<file path="config.mk">
export PLATFORM = sky130hd
export DESIGN_NAME = tick_gen_top
export DESIGN_NICKNAME = d
export VERILOG_FILES = /design/src/rtl/tick_pkg.sv /design/src/rtl/tick_cfg_regs.sv /design/src/rtl/tick_prescaler.sv /design/src/rtl/tick_divider.sv /design/src/rtl/tick_gen_top.sv
export SDC_FILE = /design/constraint.sdc
export NUM_CORES = 1
export LEC_CHECK = 0
export BUFFER_PORTS_ARGS = -buffer_cell sky130_fd_sc_hd__buf_4
export CAP_MARGIN = 20
export CORE_UTILIZATION = 59
export DETAILED_ROUTE_END_ITERATION = 8
export HOLD_SLACK_MARGIN = 0.15
export PLACE_DENSITY = 0.9
export SYNTH_ARGS = -nofsm -noshare
export SYNTH_HDL_FRONTEND = slang
export SYNTH_SLANG_ARGS = --single-unit
</file>
<file path="constraint.sdc">
create_clock -name clk -period 3.04 [get_ports clk]
set_input_delay 0.152 -clock clk [delete_from_list [all_inputs] [get_ports clk]]
set_output_delay 0.152 -clock clk [all_outputs]
set_load 0.05 [all_outputs]
</file>
<file path="src/rtl/tick_pkg.sv">
package tick_pkg;
  // Last divider count for a select code: ratio = 2^(code+base), capped.
  function automatic int div_last(input int code, input int base, input int max_log);
    int lg;
    lg = code + base;
    if (lg > max_log) lg = max_log;
    return (1 << lg) - 1;
  endfunction

  // Prescaler serving a channel: channels below the split use index 0.
  function automatic int group_of(input int ch, input int split);
    return (ch < split) ? 0 : 1;
  endfunction
endpackage

</file>
<file path="src/rtl/tick_cfg_regs.sv">
module tick_cfg_regs #(
  parameter int ADDR_W = 2,
  parameter int DATA_W = 32,
  parameter int NUM_PRE = 2,
  parameter int PRE_W = 8,
  parameter int NUM_CH = 5,
  parameter int SEL_W = 4
) (
  input  logic                      clk,
  input  logic                      rst_n,
  input  logic                      cfg_we,
  input  logic [ADDR_W-1:0]         cfg_addr,
  input  logic [DATA_W-1:0]         cfg_wdata,
  output logic [NUM_PRE*PRE_W-1:0]  pre_vals,
  output logic [NUM_CH*SEL_W-1:0]   sel_codes,
  output logic                      wr_pre,
  output logic                      wr_sel
);
  localparam logic [ADDR_W-1:0] PRE_ADDR = ADDR_W'(0);
  localparam logic [ADDR_W-1:0] SEL_ADDR = ADDR_W'(1);

  assign wr_pre = cfg_we && (cfg_addr == PRE_ADDR);
  assign wr_sel = cfg_we && (cfg_addr == SEL_ADDR);

  always_ff @(posedge clk or negedge rst_n) begin
    if (!rst_n) begin
      pre_vals <= '0;
    end else if (wr_pre) begin
      pre_vals <= cfg_wdata[NUM_PRE*PRE_W-1:0];
    end
  end

  always_ff @(posedge clk or negedge rst_n) begin
    if (!rst_n) begin
      sel_codes <= '0;
    end else if (wr_sel) begin
      sel_codes <= cfg_wdata[NUM_CH*SEL_W-1:0];
    end
  end

  // a write to any other address leaves the configuration alone
  a_r10_other_addr_ignored: assert property (@(posedge clk) disable iff (!rst_n)
    (cfg_we && !wr_pre && !wr_sel) |=> ($stable(pre_vals) && $stable(sel_codes)));
endmodule

</file>
<file path="src/rtl/tick_prescaler.sv">
module tick_prescaler #(
  parameter int PRE_W = 8
) (
  input  logic             clk,
  input  logic             rst_n,
  input  logic             restart,
  input  logic [PRE_W-1:0] div_val,
  output logic             boundary
);
  logic [PRE_W-1:0] cnt;
  logic             at_end;

  assign at_end   = (cnt == div_val);
  assign boundary = at_end && !restart;

  always_ff @(posedge clk or negedge rst_n) begin
    if (!rst_n) begin
      cnt <= '0;
    end else if (restart || at_end) begin
      cnt <= '0;
    end else begin
      cnt <= cnt + 1'b1;
    end
  end

  // the counter never runs past the programmed value
  a_r3_cnt_bound: assert property (@(posedge clk) disable iff (!rst_n)
    cnt <= div_val);

  // a restart leaves the counter at zero
  a_r8_restart_clears: assert property (@(posedge clk) disable iff (!rst_n)
    restart |=> (cnt == '0));
endmodule

</file>
<file path="src/rtl/tick_divider.sv">
module tick_divider #(
  parameter int SEL_W = 4,
  parameter int MAX_LOG = 4,
  parameter int DIV_BASE = 1
) (
  input  logic             clk,
  input  logic             rst_n,
  input  logic             restart,
  input  logic             pre_pulse,
  input  logic [SEL_W-1:0] sel,
  output logic             tick
);
  localparam int CNT_W = (MAX_LOG < 1) ? 1 : MAX_LOG;

  logic [CNT_W-1:0] cnt;
  logic [CNT_W-1:0] last;
  logic             wrap;

  assign last = CNT_W'(tick_pkg::div_last(int'(sel), DIV_BASE, MAX_LOG));
  assign wrap = (cnt == last);

  always_ff @(posedge clk or negedge rst_n) begin
    if (!rst_n) begin
      cnt  <= '0;
      tick <= 1'b0;
    end else if (restart) begin
      cnt  <= '0;
      tick <= 1'b0;
    end else if (pre_pulse) begin
      tick <= wrap;
      cnt  <= wrap ? '0 : cnt + 1'b1;
    end else begin
      tick <= 1'b0;
    end
  end

  // count stays within the selected ratio
  a_r6_cnt_bound: assert property (@(posedge clk) disable iff (!rst_n)
    cnt <= last);

  // no tick on the edge of a select write
  a_r9_restart_quiet: assert property (@(posedge clk) disable iff (!rst_n)
    restart |=> !tick);

  // every tick follows a prescaler boundary
  a_r7_tick_after_boundary: assert property (@(posedge clk) disable iff (!rst_n)
    tick |-> $past(pre_pulse));
endmodule

</file>
<file path="src/rtl/tick_gen_top.sv">
module tick_gen_top #(
  parameter int NUM_CH = 5,
  parameter int PRE_W = 8,
  parameter int SEL_W = 4,
  parameter int MAX_LOG = 4,
  parameter int DIV_BASE = 1,
  parameter int GRP_SPLIT = 2,
  parameter int ADDR_W = 2,
  parameter int DATA_W = 32
) (
  input  logic              clk,
  input  logic              rst_n,
  input  logic              cfg_we,
  input  logic [ADDR_W-1:0] cfg_addr,
  input  logic [DATA_W-1:0] cfg_wdata,
  output logic [NUM_CH-1:0] tick
);
  localparam int NUM_PRE = 2;

  logic [NUM_PRE*PRE_W-1:0] pre_vals;
  logic [NUM_CH*SEL_W-1:0]  sel_codes;
  logic                     wr_pre;
  logic                     wr_sel;
  logic [NUM_PRE-1:0]       boundary;

  tick_cfg_regs #(
    .ADDR_W(ADDR_W), .DATA_W(DATA_W), .NUM_PRE(NUM_PRE),
    .PRE_W(PRE_W), .NUM_CH(NUM_CH), .SEL_W(SEL_W)
  ) u_regs (
    .clk(clk), .rst_n(rst_n), .cfg_we(cfg_we), .cfg_addr(cfg_addr),
    .cfg_wdata(cfg_wdata), .pre_vals(pre_vals), .sel_codes(sel_codes),
    .wr_pre(wr_pre), .wr_sel(wr_sel)
  );

  for (genvar g = 0; g < NUM_PRE; g++) begin : g_pre
    tick_prescaler #(.PRE_W(PRE_W)) u_pre (
      .clk(clk), .rst_n(rst_n), .restart(wr_pre),
      .div_val(pre_vals[g*PRE_W +: PRE_W]), .boundary(boundary[g])
    );
  end

  for (genvar c = 0; c < NUM_CH; c++) begin : g_ch
    localparam int GRP = tick_pkg::group_of(c, GRP_SPLIT);
    tick_divider #(.SEL_W(SEL_W), .MAX_LOG(MAX_LOG), .DIV_BASE(DIV_BASE)) u_div (
      .clk(clk), .rst_n(rst_n), .restart(wr_sel), .pre_pulse(boundary[GRP]),
      .sel(sel_codes[c*SEL_W +: SEL_W]), .tick(tick[c])
    );
  end

  // channels on the same prescaler with equal codes tick together
  a_r4_group_lockstep: assert property (@(posedge clk) disable iff (!rst_n)
    (sel_codes[0 +: SEL_W] == sel_codes[SEL_W +: SEL_W]) |-> (tick[0] == tick[1]));
endmodule

</file>
==> results by stage <==
Run status:
- The flow ran to the end, and the final reports show no timing, DRC or antenna violations.

Synthesis:
- The share of the Yosys chip area taken by registers is 45.37%.
- When the netlist entered floorplanning its net count stood at 451.
- The synthesized design contains 0 enable-type register cells.
- The cell area that synthesis handed to floorplanning was 4247 µm².
- The synthesized area per cell is 10.83 µm².
- After technology mapping, the gate count stands at 392.
- The fraction of registers with async set or reset after synthesis is 100.0%.
- The distinct cell type count of the synthesized netlist is 46.
- During synthesis, Yosys emitted a total of 0 warnings.
- Among all flip-flop cells after synthesis, the most frequent one is sky130_fd_sc_hd__dfrtp_1.
- Synthesis inferred 77 register bits.

Clock tree:
- Clock-pin slew was measured on the worst setup and hold paths at 0.08 ns.
- The total clock buffers created by CTS is 9.
- The maximum clock insertion buffer count is 2.
- TritonCTS built the clock tree.
- The maximum level of the CTS H-tree is 3.
- The root buffer cell chosen for the clock tree is sky130_fd_sc_hd__clkbuf_8.
- The tree built by TritonCTS fans out to 77 sinks.
- The clock reaches the later pin of the worst-skew pair after 0.35 ns.

Worst setup path:
- Walking the worst path, the cells encountered are ha_2 > and2_1 > a21oi_2 > or2_2 > or3_1 > ha_2 > xnor2_2 > xnor2_1 > nand2_1 > a221oi_4 > nor2_2 > a221o_1.
- The type of destination of the critical path is a flip-flop.
- At the worst endpoint, the required time is 3.28 ns.
- Counting stages on the worst path, the most repeated cell is sky130_fd_sc_hd__ha_2.
- The critical path in this run is classified as reg -> reg.
- On the worst path, the slowest cell contributes a delay of 0.38 ns.
- STA puts the critical path data arrival time at 3.14 ns.
- The family of cells with the greatest summed delay on the critical path is simple AND/OR/NAND/NOR gates.
- The number of buffer and inverter stages on the critical path is 0.
- In this run the worst path has a maximum fanout of 5.
- The slowest stage of the critical path belongs to the cell sky130_fd_sc_hd__dfrtp_2.
- The kind of launch point of the worst setup path is a flip-flop.

Layout:
- The fill cell instance count of the final layout is 441.
- The share of final-layout standard cells stronger than drive strength 1 is 20.58%.
- At the end of the flow the core is filled with cells to 72.97%.
- In the layout the commonest cells are sky130_fd_sc_hd__dfrtp_1, sky130_fd_sc_hd__nor2_1, sky130_fd_sc_hd__buf_4.
- The library cell used most frequently in the layout, excluding fill and tap cells, is sky130_fd_sc_hd__dfrtp_1.
- The antenna diode count is 0.
- The area growth from synthesis to layout is 18.03%.
- The net count of the finished layout is 506.

Route:
- The DRC marker count from the first detailed-route iteration is 255.
- The number of detailed-routing iterations run before antenna repair is 4.
- The average wire per standard cell is 15.37 µm.
- The number of nets with antenna violations after routing is 0.
- Dividing the detail-routed via count by the number of cells gives 5.721.
- Wires add up to 8423 µm.
- The vias after detailed routing is 3135.
- The count of unresolved DRC violations after routing is 0.

Timing:
- After layout, the worst path uses 95.33% of the clock period.
- The slew of the pin with the lowest slew margin is 0.9545 ns.
- The post-layout minimum cycle time is 2.898 ns.
- Adding up every negative setup slack in the final design gives 0 ns.
- The count of endpoints failing setup in the final report is 0.
- The relative slew slack is 36.37%.
- The maximum clock frequency is 345.1 MHz.
- The hold violation count in the final report is 0.
- The max-slew violation total from the final report was 0.
- The clock arrives with 0.009704 ns of skew.

Power and ir drop:
- Dividing total power by cell area gives a power density of 601.1 nW/µm².
- The analysis attributes to cell leakage a power of 0.002227 µW.
- IR analysis of the VDD net gives a maximum drop of 0.5604 mV.

Die:
- From bottom edge to top edge, the die measures 86.84 µm.
- The horizontal extent of the die is 86.84 µm.
- The die footprint is 7541 µm².
- The number of placement rows is 30.
- The core outline area is 6869 µm².
- The initial core utilization is 61.82%.
- In this run the count of I/O pins placed on the die edge is 42.

Global routing:
- The overall fraction of global-route tracks in use is 24.12%.
- The first global-routing pass estimated 14060 µm of wire.
- The initial antenna violation count is 0.
- After global routing the overflow that remains totals 0.
- The largest net degree at the start of global routing is 78.
- The number of global-route vias before repair came to 3144.

Placement:
- Input and output buffers added on the ports amount to 29.
- The final weighted congestion in routability-driven placement is 0.8180.
- Detailed placement finished with a half-perimeter wire length of 5606 µm.

Job:
- The number of violations of the max-capacitance limit is 0.

Min path:
- The min-delay analysis places its worst path in the category in -> reg.
## synthesized netlist by cell type (all sizes together), types with 2 or more instances
cell,count,area (µm²)
or4b,2,23.77
a21oi,5,25.02
nor2b,5,31.28
and3,5,31.28
o2111ai,2,17.52
a221o,2,20.02
o21a,2,15.01
nor2,43,163.9
o41ai,2,17.52
and2,6,37.54
nand3,13,65.06
o31ai,2,15.01
buf,7,45.05
nand3b,7,52.55
a221oi,2,41.29
o221ai,4,35.03
or3,6,37.54
inv,8,30.03
nor4b,3,26.28
ha,22,275.3
nand4,2,12.51
nand2,21,78.83
o211ai,5,37.54
o21ai,14,70.06
mux2,37,416.7
or2,3,18.77
nor3,3,15.01
a211oi,4,30.03
a21o,3,22.52
nand2b,7,43.79
xnor2,29,254.0
a22o,4,35.03
clkbuf,3,11.26
xor2,22,192.7
dfrtp,77,1927
mux2i,2,20.02
nor4,5,31.28
## worst register-to-register path, stage by stage (launching register included)
cell and delay (ns):
sky130_fd_sc_hd__dfrtp_2 0.38, sky130_fd_sc_hd__ha_2 0.21, sky130_fd_sc_hd__and2_1 0.17, sky130_fd_sc_hd__a21oi_2 0.10, sky130_fd_sc_hd__or2_2 0.30, sky130_fd_sc_hd__or3_1 0.36, sky130_fd_sc_hd__ha_2 0.21, sky130_fd_sc_hd__xnor2_2 0.13
sky130_fd_sc_hd__xnor2_1 0.14, sky130_fd_sc_hd__nand2_1 0.10, sky130_fd_sc_hd__a221oi_4 0.26, sky130_fd_sc_hd__nor2_2 0.10, sky130_fd_sc_hd__a221o_1 0.33
## layout make-up
class	instances	area (µm²)	share of cell area (%)
Clock buffer	11	141.4	2.821
Clock inverter	5	50.05	0.9985
Timing Repair Buffer	54	457.9	9.136
Sequential cell	77	1929	38.49
Inverter	8	30.03	0.5991
Multi-Input combinational cell	297	2283	45.56
Tap cell	96	120.1	2.396
## through the flow
step / hold slack [ns] / cell area (µm²) / instances / setup slack (ns) / total power [µW]
global placement: 0.3520 / 4543 / 509 / 0.1627 / 2122
CTS: 0.2657 / 4945 / 546 / 0.003937 / 2976
floorplan: -0.1436 / 4247 / 392 / 0.2727 / 1981
finish: 0.2743 / 5012 / 548 / 0.1419 / 3013
detailed placement: 0.3569 / 4543 / 509 / 0.005712 / 2189
global route: 0.3175 / 5012 / 548 / -0.02203 / 3198
## final timing paths
| path | start | end | slack, ns | cells after the start |
|---|---|---|---|---|
| worst max-delay path | u_regs.sel_codes[12] | g_ch[3].u_div.cnt[3] | 0.14 | 12 |
| worst min-delay path | cfg_addr[0] | g_pre[0].u_pre.cnt[1] | 0.27 | 3 |
| worst max register to register | u_regs.sel_codes[12] | g_ch[3].u_div.cnt[3] | 0.14 | 12 |
| worst min register to register | u_regs.pre_vals[6] | u_regs.pre_vals[6] | 0.53 | 1 |
| max in group asynchronous | rst_n | u_regs.sel_codes[16] | 1.87 | 2 |
| min in group asynchronous | rst_n | g_ch[2].u_div.cnt[3] | 0.49 | 2 |
## power breakdown
group	switching, µW	internal [µW]	total [µW]
Sequential	210	1190	1400
Combinational	420	432	853
Clock	361	396	757
Total	991	2020	3010
## layer usage
layer,part of all wire [%],vias up,track usage (%)
met5,0,-,0
met4,2.4,0,10.45
met3,3.3,24,5.238
met2,50,66,40.73
met1,45,1545,29.81
li1,-,1500,-
## cells by family (layout without fill, tap and decap cells)
family	after synthesis	after routing	synth area share [%]
AOI/OAI and AO/OA	53	53	9.340
xor gates and xnor gates	51	51	10.52
buffers and inverters	18	78	2.033
DFF	77	77	45.37
and+or+nand+nor	132	132	15.97
adders and majority gates	22	22	6.482
muxes	39	39	10.28
## registers in the layout, indices dropped and copies added (netlist names)
| name | count |
|---|---|
| g_ch.u_div.tick | 5 |
| g_pre.u_pre.cnt | 16 |
| u_regs.sel_codes | 20 |
| g_ch.u_div.cnt | 20 |
| u_regs.pre_vals | 16 |
## timing repair
action | CTS | global route
endpoints found under the hold margin | 113 | 0
endpoints found under the setup margin | 0 | 12
gates resized for setup | 0 | 11
hold buffers | 21 | 0
buffers inserted | 0 | 2
(Power assumes the default switching activity.)
